## config.mk

```make
export PLATFORM = sky130hd
export DESIGN_NAME = core_launch_ctrl
export DESIGN_NICKNAME = d
export VERILOG_FILES = /design/src/rtl/core_launch_pkg.sv /design/src/rtl/launch_addr_decode.sv /design/src/rtl/launch_lane.sv /design/src/rtl/core_launch_ctrl.sv
export SDC_FILE = /design/constraint.sdc
export NUM_CORES = 1
export LEC_CHECK = 0
export ABC_AREA = 1
export BUFFER_PORTS_ARGS = -buffer_cell sky130_fd_sc_hd__buf_2
export CORE_MARGIN = 2
export CORE_UTILIZATION = 24
export DETAILED_ROUTE_END_ITERATION = 6
export PLACE_DENSITY = 0.74
export SLEW_MARGIN = 20
export SYNTH_ARGS = -nofsm -noshare
export SYNTH_HDL_FRONTEND = slang
export SYNTH_SLANG_ARGS = --single-unit
```

## constraint.sdc

```tcl
create_clock -name clk -period 0.8 [get_ports clk]
set_input_delay 0.16 -clock clk [delete_from_list [all_inputs] [get_ports clk]]
set_output_delay 0.16 -clock clk [all_outputs]
set_load 0.05 [all_outputs]
```

## src/rtl/core_launch_pkg.sv

```systemverilog
package core_launch_pkg;

  localparam int unsigned ADDR_W = 15;
  localparam int unsigned DATA_W = 64;

  // window select is address bits [14:8], register select bits [7:0]
  localparam logic [6:0] WIN_LOCAL  = 7'h20;
  localparam logic [6:0] WIN_REMOTE = 7'h40;
  localparam logic [7:0] OFS_LAUNCH = 8'h28;
  localparam logic [7:0] OFS_HALT   = 8'h30;
  localparam logic [7:0] OFS_STATUS = 8'h70;

  typedef enum logic [1:0] {
    REG_NONE,
    REG_LAUNCH,
    REG_HALT,
    REG_STATUS
  } reg_kind_e;

  typedef enum logic [1:0] {
    LANE_IDLE,
    LANE_PEND,
    LANE_EXEC
  } lane_state_e;

  function automatic reg_kind_e classify(input logic [ADDR_W-1:0] a);
    logic [6:0] win;
    logic [7:0] ofs;
    win = a[14:8];
    ofs = a[7:0];
    if (win != WIN_LOCAL && win != WIN_REMOTE) return REG_NONE;
    case (ofs)
      OFS_LAUNCH: return REG_LAUNCH;
      OFS_HALT:   return REG_HALT;
      OFS_STATUS: return REG_STATUS;
      default:    return REG_NONE;
    endcase
  endfunction

  function automatic logic [DATA_W-1:0] lane_mask(input int unsigned n);
    if (n >= DATA_W) return '1;
    return (64'd1 << n) - 64'd1;
  endfunction

endpackage

```

## src/rtl/launch_addr_decode.sv

```systemverilog
module launch_addr_decode
  import core_launch_pkg::*;
(
  input  logic              bus_wr,
  input  logic              bus_rd,
  input  logic [ADDR_W-1:0] bus_addr,
  output logic              launch_hit,
  output logic              halt_hit,
  output logic              status_hit
);

  reg_kind_e kind;

  always_comb begin
    kind       = classify(bus_addr);
    launch_hit = bus_wr && (kind == REG_LAUNCH);
    halt_hit   = bus_wr && (kind == REG_HALT);
    status_hit = bus_rd && (kind == REG_STATUS);
  end

endmodule

```

## src/rtl/launch_lane.sv

```systemverilog
module launch_lane
  import core_launch_pkg::*;
(
  input  logic clk,
  input  logic rst_n,
  input  logic launch_cmd,
  input  logic halt_cmd,
  input  logic reset_done,
  output logic executing,
  output logic reset_req,
  output logic halt_req
);

  lane_state_e state_q, state_d;
  logic        reset_req_d, halt_req_d;
  logic        pending;

  assign pending   = (state_q == LANE_PEND);
  assign executing = (state_q == LANE_EXEC);

  always_comb begin
    state_d     = state_q;
    reset_req_d = 1'b0;
    halt_req_d  = 1'b0;
    case (state_q)
      LANE_IDLE: begin
        if (launch_cmd && !halt_cmd) begin
          state_d     = LANE_PEND;
          reset_req_d = 1'b1;
        end
      end
      LANE_PEND: begin
        // halt wins over a completion arriving in the same cycle
        if (halt_cmd)        state_d = LANE_IDLE;
        else if (reset_done) state_d = LANE_EXEC;
      end
      LANE_EXEC: begin
        if (halt_cmd) begin
          state_d    = LANE_IDLE;
          halt_req_d = 1'b1;
        end
      end
      default: state_d = LANE_IDLE;
    endcase
  end

  always_ff @(posedge clk or negedge rst_n) begin
    if (!rst_n) begin
      state_q   <= LANE_IDLE;
      reset_req <= 1'b0;
      halt_req  <= 1'b0;
    end else begin
      state_q   <= state_d;
      reset_req <= reset_req_d;
      halt_req  <= halt_req_d;
    end
  end

  assert_idle_launch_pulses_R1: assert property (@(posedge clk) disable iff (!rst_n)
    (launch_cmd && !halt_cmd && !executing && !pending) |=> reset_req);

  assert_busy_lane_no_reset_R1: assert property (@(posedge clk) disable iff (!rst_n)
    (executing || pending) |=> !reset_req);

  assert_exec_needs_done_R2: assert property (@(posedge clk) disable iff (!rst_n)
    $rose(executing) |-> $past(reset_done));

  assert_halt_clears_exec_R3: assert property (@(posedge clk) disable iff (!rst_n)
    (halt_cmd && executing) |=> (halt_req && !executing));

  assert_halt_cancels_pend_R4: assert property (@(posedge clk) disable iff (!rst_n)
    (halt_cmd && pending) |=> (!pending && !executing && !halt_req));

  assert_reset_pulse_single_R10: assert property (@(posedge clk) disable iff (!rst_n)
    reset_req |=> !reset_req);

  assert_halt_pulse_single_R10: assert property (@(posedge clk) disable iff (!rst_n)
    halt_req |=> !halt_req);

endmodule

```

## src/rtl/core_launch_ctrl.sv

```systemverilog
module core_launch_ctrl
  import core_launch_pkg::*;
#(
  parameter int unsigned       NUM_VP     = 1,
  parameter logic [DATA_W-1:0] START_MASK = 64'h1
) (
  input  logic              clk,
  input  logic              rst_n,
  input  logic              bus_wr,
  input  logic              bus_rd,
  input  logic [ADDR_W-1:0] bus_addr,
  input  logic [DATA_W-1:0] bus_wdata,
  output logic [DATA_W-1:0] bus_rdata,
  input  logic [NUM_VP-1:0] vp_reset_done,
  output logic [NUM_VP-1:0] vp_reset_req,
  output logic [NUM_VP-1:0] vp_halt_req
);

  localparam logic [DATA_W-1:0] LANE_MASK = lane_mask(NUM_VP);

  initial begin : cfg_check
    assert_start_mask_fits_R9: assert ((START_MASK & ~LANE_MASK) == '0)
      else $error("START_MASK selects lanes beyond NUM_VP");
  end

  logic              launch_hit, halt_hit, status_hit;
  logic              boot_q;
  logic [NUM_VP-1:0] launch_vec, halt_vec, exec_vec;

  launch_addr_decode u_decode (
    .bus_wr     (bus_wr),
    .bus_rd     (bus_rd),
    .bus_addr   (bus_addr),
    .launch_hit (launch_hit),
    .halt_hit   (halt_hit),
    .status_hit (status_hit)
  );

  // one cycle after reset release the start set acts as a launch write
  always_ff @(posedge clk or negedge rst_n) begin
    if (!rst_n) boot_q <= 1'b1;
    else        boot_q <= 1'b0;
  end

  assign launch_vec = NUM_VP'(((launch_hit ? bus_wdata : '0) |
                               (boot_q ? START_MASK : '0)) & LANE_MASK);
  assign halt_vec   = NUM_VP'((halt_hit ? bus_wdata : '0) & LANE_MASK);

  for (genvar i = 0; i < NUM_VP; i++) begin : g_lane
    launch_lane u_lane (
      .clk        (clk),
      .rst_n      (rst_n),
      .launch_cmd (launch_vec[i]),
      .halt_cmd   (halt_vec[i]),
      .reset_done (vp_reset_done[i]),
      .executing  (exec_vec[i]),
      .reset_req  (vp_reset_req[i]),
      .halt_req   (vp_halt_req[i])
    );
  end

  always_comb begin
    bus_rdata = '0;
    if (status_hit) bus_rdata[NUM_VP-1:0] = exec_vec;
  end

  assert_unmapped_read_zero_R8: assert property (@(posedge clk) disable iff (!rst_n)
    !status_hit |-> (bus_rdata == '0));

  assert_pulses_exclusive_R1: assert property (@(posedge clk) disable iff (!rst_n)
    (vp_reset_req & vp_halt_req) == '0);

  assert_boot_launch_R9: assert property (@(posedge clk) disable iff (!rst_n)
    boot_q |=> ((vp_reset_req & NUM_VP'(START_MASK)) == NUM_VP'(START_MASK)));

endmodule

```

# After elaboration in Yosys (flattened, before gate mapping)
# Cells that the tools add are included.
dict set report word_totals {
  reg_bits 5
  inputBits 84
  wordCells 43
}
dict set report classes {
  eq_ne 13
  mux 17
  n_bitwise 1
  n_reduce_logical 8
}
# cell count
set op_table {}
lappend op_table {{$eq A8 B6 Y1 const B} 2}
lappend op_table {{$mux W2} 6}
lappend op_table {{$pmux W2 S3} 2}
lappend op_table {{$mux W1} 9}
lappend op_table {{$eq A8 B7 Y1 const B} 1}
lappend op_table {{$ne A7 B6 Y1 const B} 1}
lappend op_table {{$ne A7 B7 Y1 const B} 1}
lappend op_table {{$eq A2 B2 Y1 const B} 3}
lappend op_table {{$logic_and A1 B1 Y1} 5}
lappend op_table {{$eq A2 B1 Y1 const B} 2}
lappend op_table {{$ne A2 B1 Y1 const B} 2}
lappend op_table {{$ne A3 B2 Y1 const B} 1}
lappend op_table {{$reduce_and A3 Y1} 1}
lappend op_table {{$logic_not A2 Y1} 1}
lappend op_table {{$logic_not A1 Y1} 1}
lappend op_table {{$or A1 B1 Y1} 1}

# Longest topological paths before layout
dict set report logic_depth {
  depth_word 11
  ltp_mapped 9
}

# By module
# From an unflattened synthesis, not the netlist that was laid out.
dict set report hier_totals {
  cells_unflattened 133
  area_unflattened_um2 883.3
}
# mod n_inst cells_each area_each_um2 seq_area_each_um2
set modules_own_cells {}
lappend modules_own_cells {core_launch_ctrl 1 72 529.3 26.3}
lappend modules_own_cells {launch_addr_decode 1 44 196.4 0.0}
lappend modules_own_cells {launch_lane 1 17 157.7 100.1}

# Worst setup path after synthesis
# Ideal clock, no wire load.
dict set report synth_path {
  path_type {in2out}
  start {input bus_addr[7]}
  end {output bus_rdata[0]}
  t_arrival_ns 1.652
  t_required_ns 0.640
  setup_slack_ns -1.012
  cell_stages 7
  path_cell_list {inv_1 > nand3_2 > nor2_1 > nand2_1 > nand2_2 > nand2_1 > nor3_1}
}
dict set report synth_via {
  elab_chain_cells 6
}
# element line_no
set synth_lines {}
lappend synth_lines {{start: declaration} core_launch_ctrl.sv:11} ;# input logic [ADDR_W-1:0] bus_addr,
lappend synth_lines {{$eq A8 B7 Y1 or $eq A8 B6 Y1 (tied branches)} core_launch_pkg.sv:32} ;# case (ofs)
lappend synth_lines {{$pmux W2 S3 *} core_launch_pkg.sv:32}
lappend synth_lines {{$mux W2 *} core_launch_pkg.sv:32}
lappend synth_lines {{$eq A2 B2 Y1 *} launch_addr_decode.sv:18} ;# status_hit = bus_rd && (kind == REG_STATUS);
lappend synth_lines {{$logic_and A1 B1 Y1 *} launch_addr_decode.sv:18}
lappend synth_lines {{$mux W1 *} core_launch_ctrl.sv:64} ;# if (status_hit) bus_rdata[NUM_VP-1:0] = exec_vec;
lappend synth_lines {{end: declaration} core_launch_ctrl.sv:13} ;# output logic [DATA_W-1:0] bus_rdata,
# Every way passes the cells marked *; elsewhere a longest branch is shown, timed or not.

# Final worst setup path
dict set report layout_path {
  start {input bus_addr[9]}
  end {output bus_rdata[0]}
}
dict set report layout_via {
  elab_chain_cells 7
}
# element line_no
set layout_lines {}
lappend layout_lines {{$ne A7 B6 Y1 or $ne A7 B7 Y1 (tied branches)} core_launch_pkg.sv:31} ;# if (win != WIN_LOCAL && win != WIN_REMOTE) return REG_NONE;
lappend layout_lines {{$logic_and A1 B1 Y1 *} core_launch_pkg.sv:31}
lappend layout_lines {{$mux W1 *} core_launch_pkg.sv:31}
lappend layout_lines {{$mux W2 *} core_launch_pkg.sv:32}
lappend layout_lines {{$eq A2 B2 Y1 *} launch_addr_decode.sv:18}
lappend layout_lines {{$logic_and A1 B1 Y1 *} launch_addr_decode.sv:18}
lappend layout_lines {{$mux W1 *} core_launch_ctrl.sv:64}
# Marked as above.

==> summary.txt <==
Worst setup path
  • Setup crit start kind: primary input
  • WS Path Type: primary input to primary output
  • Endpoint class of the critical path: primary output
  • Critical path data arrival time: 1070 ps
  • Worst endpoint required time: 640 ps
  • CP Max Fanout: 3

Place
  • Port buffer count: 23
  • Dpl ws: -486.3 ps
  • Final Wtd Congestion: 0.7041
  • Placed cell area: 868.3 um2
  • Dpl hpwl: 1129 um

Timing
  • Peak Freq: 815.0 MHz
  • Slew Limit Fails: 0
  • Final setup fails: 7
  • Period Utilization, post-route: 153.4%
  • Clk_skew: 5.794 ps
  • Fin worst setup slack: -427.0 ps
  • Unrepaired setup endpoints after global routing: yes
  • Setup_tns: -1553 ps
  • Minimum clock period: 1227 ps
  • Final hold violations: 0

Global routing
  • Gr usage total: 6.222%
  • First-pass GRT wire length: 1966 um
  • Initial antenna violation count: 0
  • Vias in the first global route: 494
  • GRT Residual Overflow: 0
  • Pin count of the biggest net entering global routing: 6

Floorplanning
  • Initial Utilization: 25.30%
  • # rows: 21
  • Die area: 4037 um2
  • Number of I/O pins: 150
  • Die H: 63.54 um
  • Die W: 63.54 um
  • Standard cell core area: 3363 um2

Drt
  • Post-route DRC: 0
  • Vias: 630
  • DR WL/cell: 6.589 um
  • Via density: 3.119
  • WL final: 1331 um
  • DR pass1 iterations: 4
  • First DRT Iteration DRCs: 18
  • ANT nets after route: 0

Finish
  • # nets final: 241
  • Utilization after layout: 29.61%
  • Share of layout cells above drive strength 1: 36.54%
  • Synth-to-Final Area Change: 17.06%
  • Diode count: 0
  • Layout fillers: 382
  • Design area: 996.0 um2

Clock tree
  • CTS tree: yes
  • Clock-pin slew on the worst setup and hold paths: 50 ps
  • Total CTS buffers: 3
  • Worst skew pair latency: 240 ps
  • CTS Sinks: 5
  • Clock Path Buffers: 2
  • H-tree depth: 1
  • CTS root buf: clkbuf_4

Synth
  • Syn Inst Count: 120
  • Mean post-synth cell area: 7.090 um2
  • Number of synthesized register bits: 5
  • Syn. warnings: 0
  • Share of Yosys cell area claimed by the top area cell type: 55.59%
  • Register area share after synthesis: 14.85%
  • Post-synthesis cell type count: 16
  • Cell Area, Synth: 850.8 um2
  • Synth area leader: buf_4
  • Synth top area cells: buf_4, dfrtp_1, nand2_1

Run status
  • Violated checks: setup timing
  • Outcome: finished with violations

Pwr
  • VDD IR max: 371.6 uV
  • Power per cell area: 1815 nW/um2
  • Leakage: 0.5853 nW

Run
  • Maxcap violations: 0

Worst hold path
  • Worst Hold Class: primary input to register
worst paths after layout:
| check | slack (ps) | cells after the start | to | start |
|---|---|---|---|---|
| worst max-delay path | -430 | 7 | bus_rdata[0] | bus_addr[9] |
| worst min-delay path | 200 | 3 | g_lane[0].u_lane.state_q[1] | vp_reset_done |
| worst max register to register | -140 | 6 | g_lane[0].u_lane.state_q[0] | g_lane[0].u_lane.state_q[1] |
| worst min register to register | 560 | 2 | g_lane[0].u_lane.state_q[1] | g_lane[0].u_lane.state_q[0] |
| max in group asynchronous | 320 | 2 | boot_q | rst_n |
| min in group asynchronous | 270 | 2 | g_lane[0].u_lane.state_q[1] | rst_n |
metrics by stage:
stage / hold WS (ps) / power (W) / std cells
4_1_cts: 186.1 / 0.001799 / 201
3_3_place_gp: -26.71 / 0.001423 / 194
6_report: 195.3 / 0.001807 / 202
5_1_grt: 201.0 / 0.001913 / 202
3_5_place_dp: -20.87 / 0.001430 / 194
2_1_floorplan: -135.6 / 0.001485 / 183
layout make-up:
cell class | count | area [um2] | area share [%]
Sequential cell | 5 | 126.4 | 12.69
Multi-Input combinational cell | 104 | 526.8 | 52.89
Tap cell | 46 | 57.56 | 5.779
Clock buffer | 4 | 26.28 | 2.638
Inverter | 11 | 41.29 | 4.146
Timing Repair Buffer | 32 | 217.7 | 21.86
metal layers:
layer / wire (um) / track usage [%] / vias to the layer above / share of wire, %
li1: - / - / 309 / -
met1: 408 / 6.277 / 268 / 31
met2: 738 / 11.32 / 51 / 55
met3: 174 / 0.8929 / 2 / 13
met4: 10 / 4.891 / 0 / 0.75
met5: 0 / 0 / - / 0
logic make-up (layout without fill, tap and decap cells):
group	Yosys count	count (layout)	synth area share (%)
buffers and inverters	74	47	60.44
and+or+nand+nor	38	38	23.09
DFF	5	5	14.85
AOI/OAI and AO/OA	2	2	1.175
other	1	64	0.4408
repair_timing:
action | 4_1_cts | 5_1_grt
pin swaps | 4 | 3
endpoints found under the hold margin | 5 | 0
setup buffers | 2 | 1
cloned | 0 | 0
resized for setup | 14 | 7
hold buffers | 1 | 0
setup endpoints to repair | 7 | 7
registers in the layout, summed over array words and instances, names as in the netlist:
| name | cells |
|---|---|
| g_lane.u_lane.state_q | 2 |
| boot_q | 1 |
| g_lane.u_lane.reset_req | 1 |
| g_lane.u_lane.halt_req | 1 |
power by group:
part | switching [W] | leakage [nW] | internal (W)
Clock | 0.000100 | 0.0150 | 0.000188
Sequential | 0.0000413 | 0.0627 | 0.000323
Combinational | 0.000928 | 0.508 | 0.000226
critical path, cell delays in order:
cell and delay, ps:
buf_2 110, nor2_4 90, nand3_2 90, nor2_4 160
nand2_2 90, nor3_4 180, buf_6 180
cells in the mapped netlist:
| library cell | count |
|---|---|
| inv_1 | 11 |
| nor2_4 | 2 |
| nand2_2 | 1 |
| nand3_2 | 3 |
| nor2_2 | 2 |
| a21oi_1 | 1 |
| dfrtp_1 | 4 |
| dfstp_2 | 1 |
| nand3b_1 | 1 |
| buf_4 | 63 |
| nor2_1 | 7 |
| nand3_1 | 3 |
| o21ai_0 | 1 |
| nand2_1 | 15 |
| nor3_1 | 4 |
| conb_1 | 1 |
cells in the final DEF, fill, tap and decap left out, drive strengths merged:
master / n
clkbuf: 4
nor2: 11
nand3: 6
o21ai: 1
inv: 11
nand3b: 1
a21oi: 1
nor3: 4
conb: 64
dfrtp: 4
buf: 31
dfstp: 1
nand2: 16
dlygate4sd3: 1
Power figures use the tool's default switching activity.
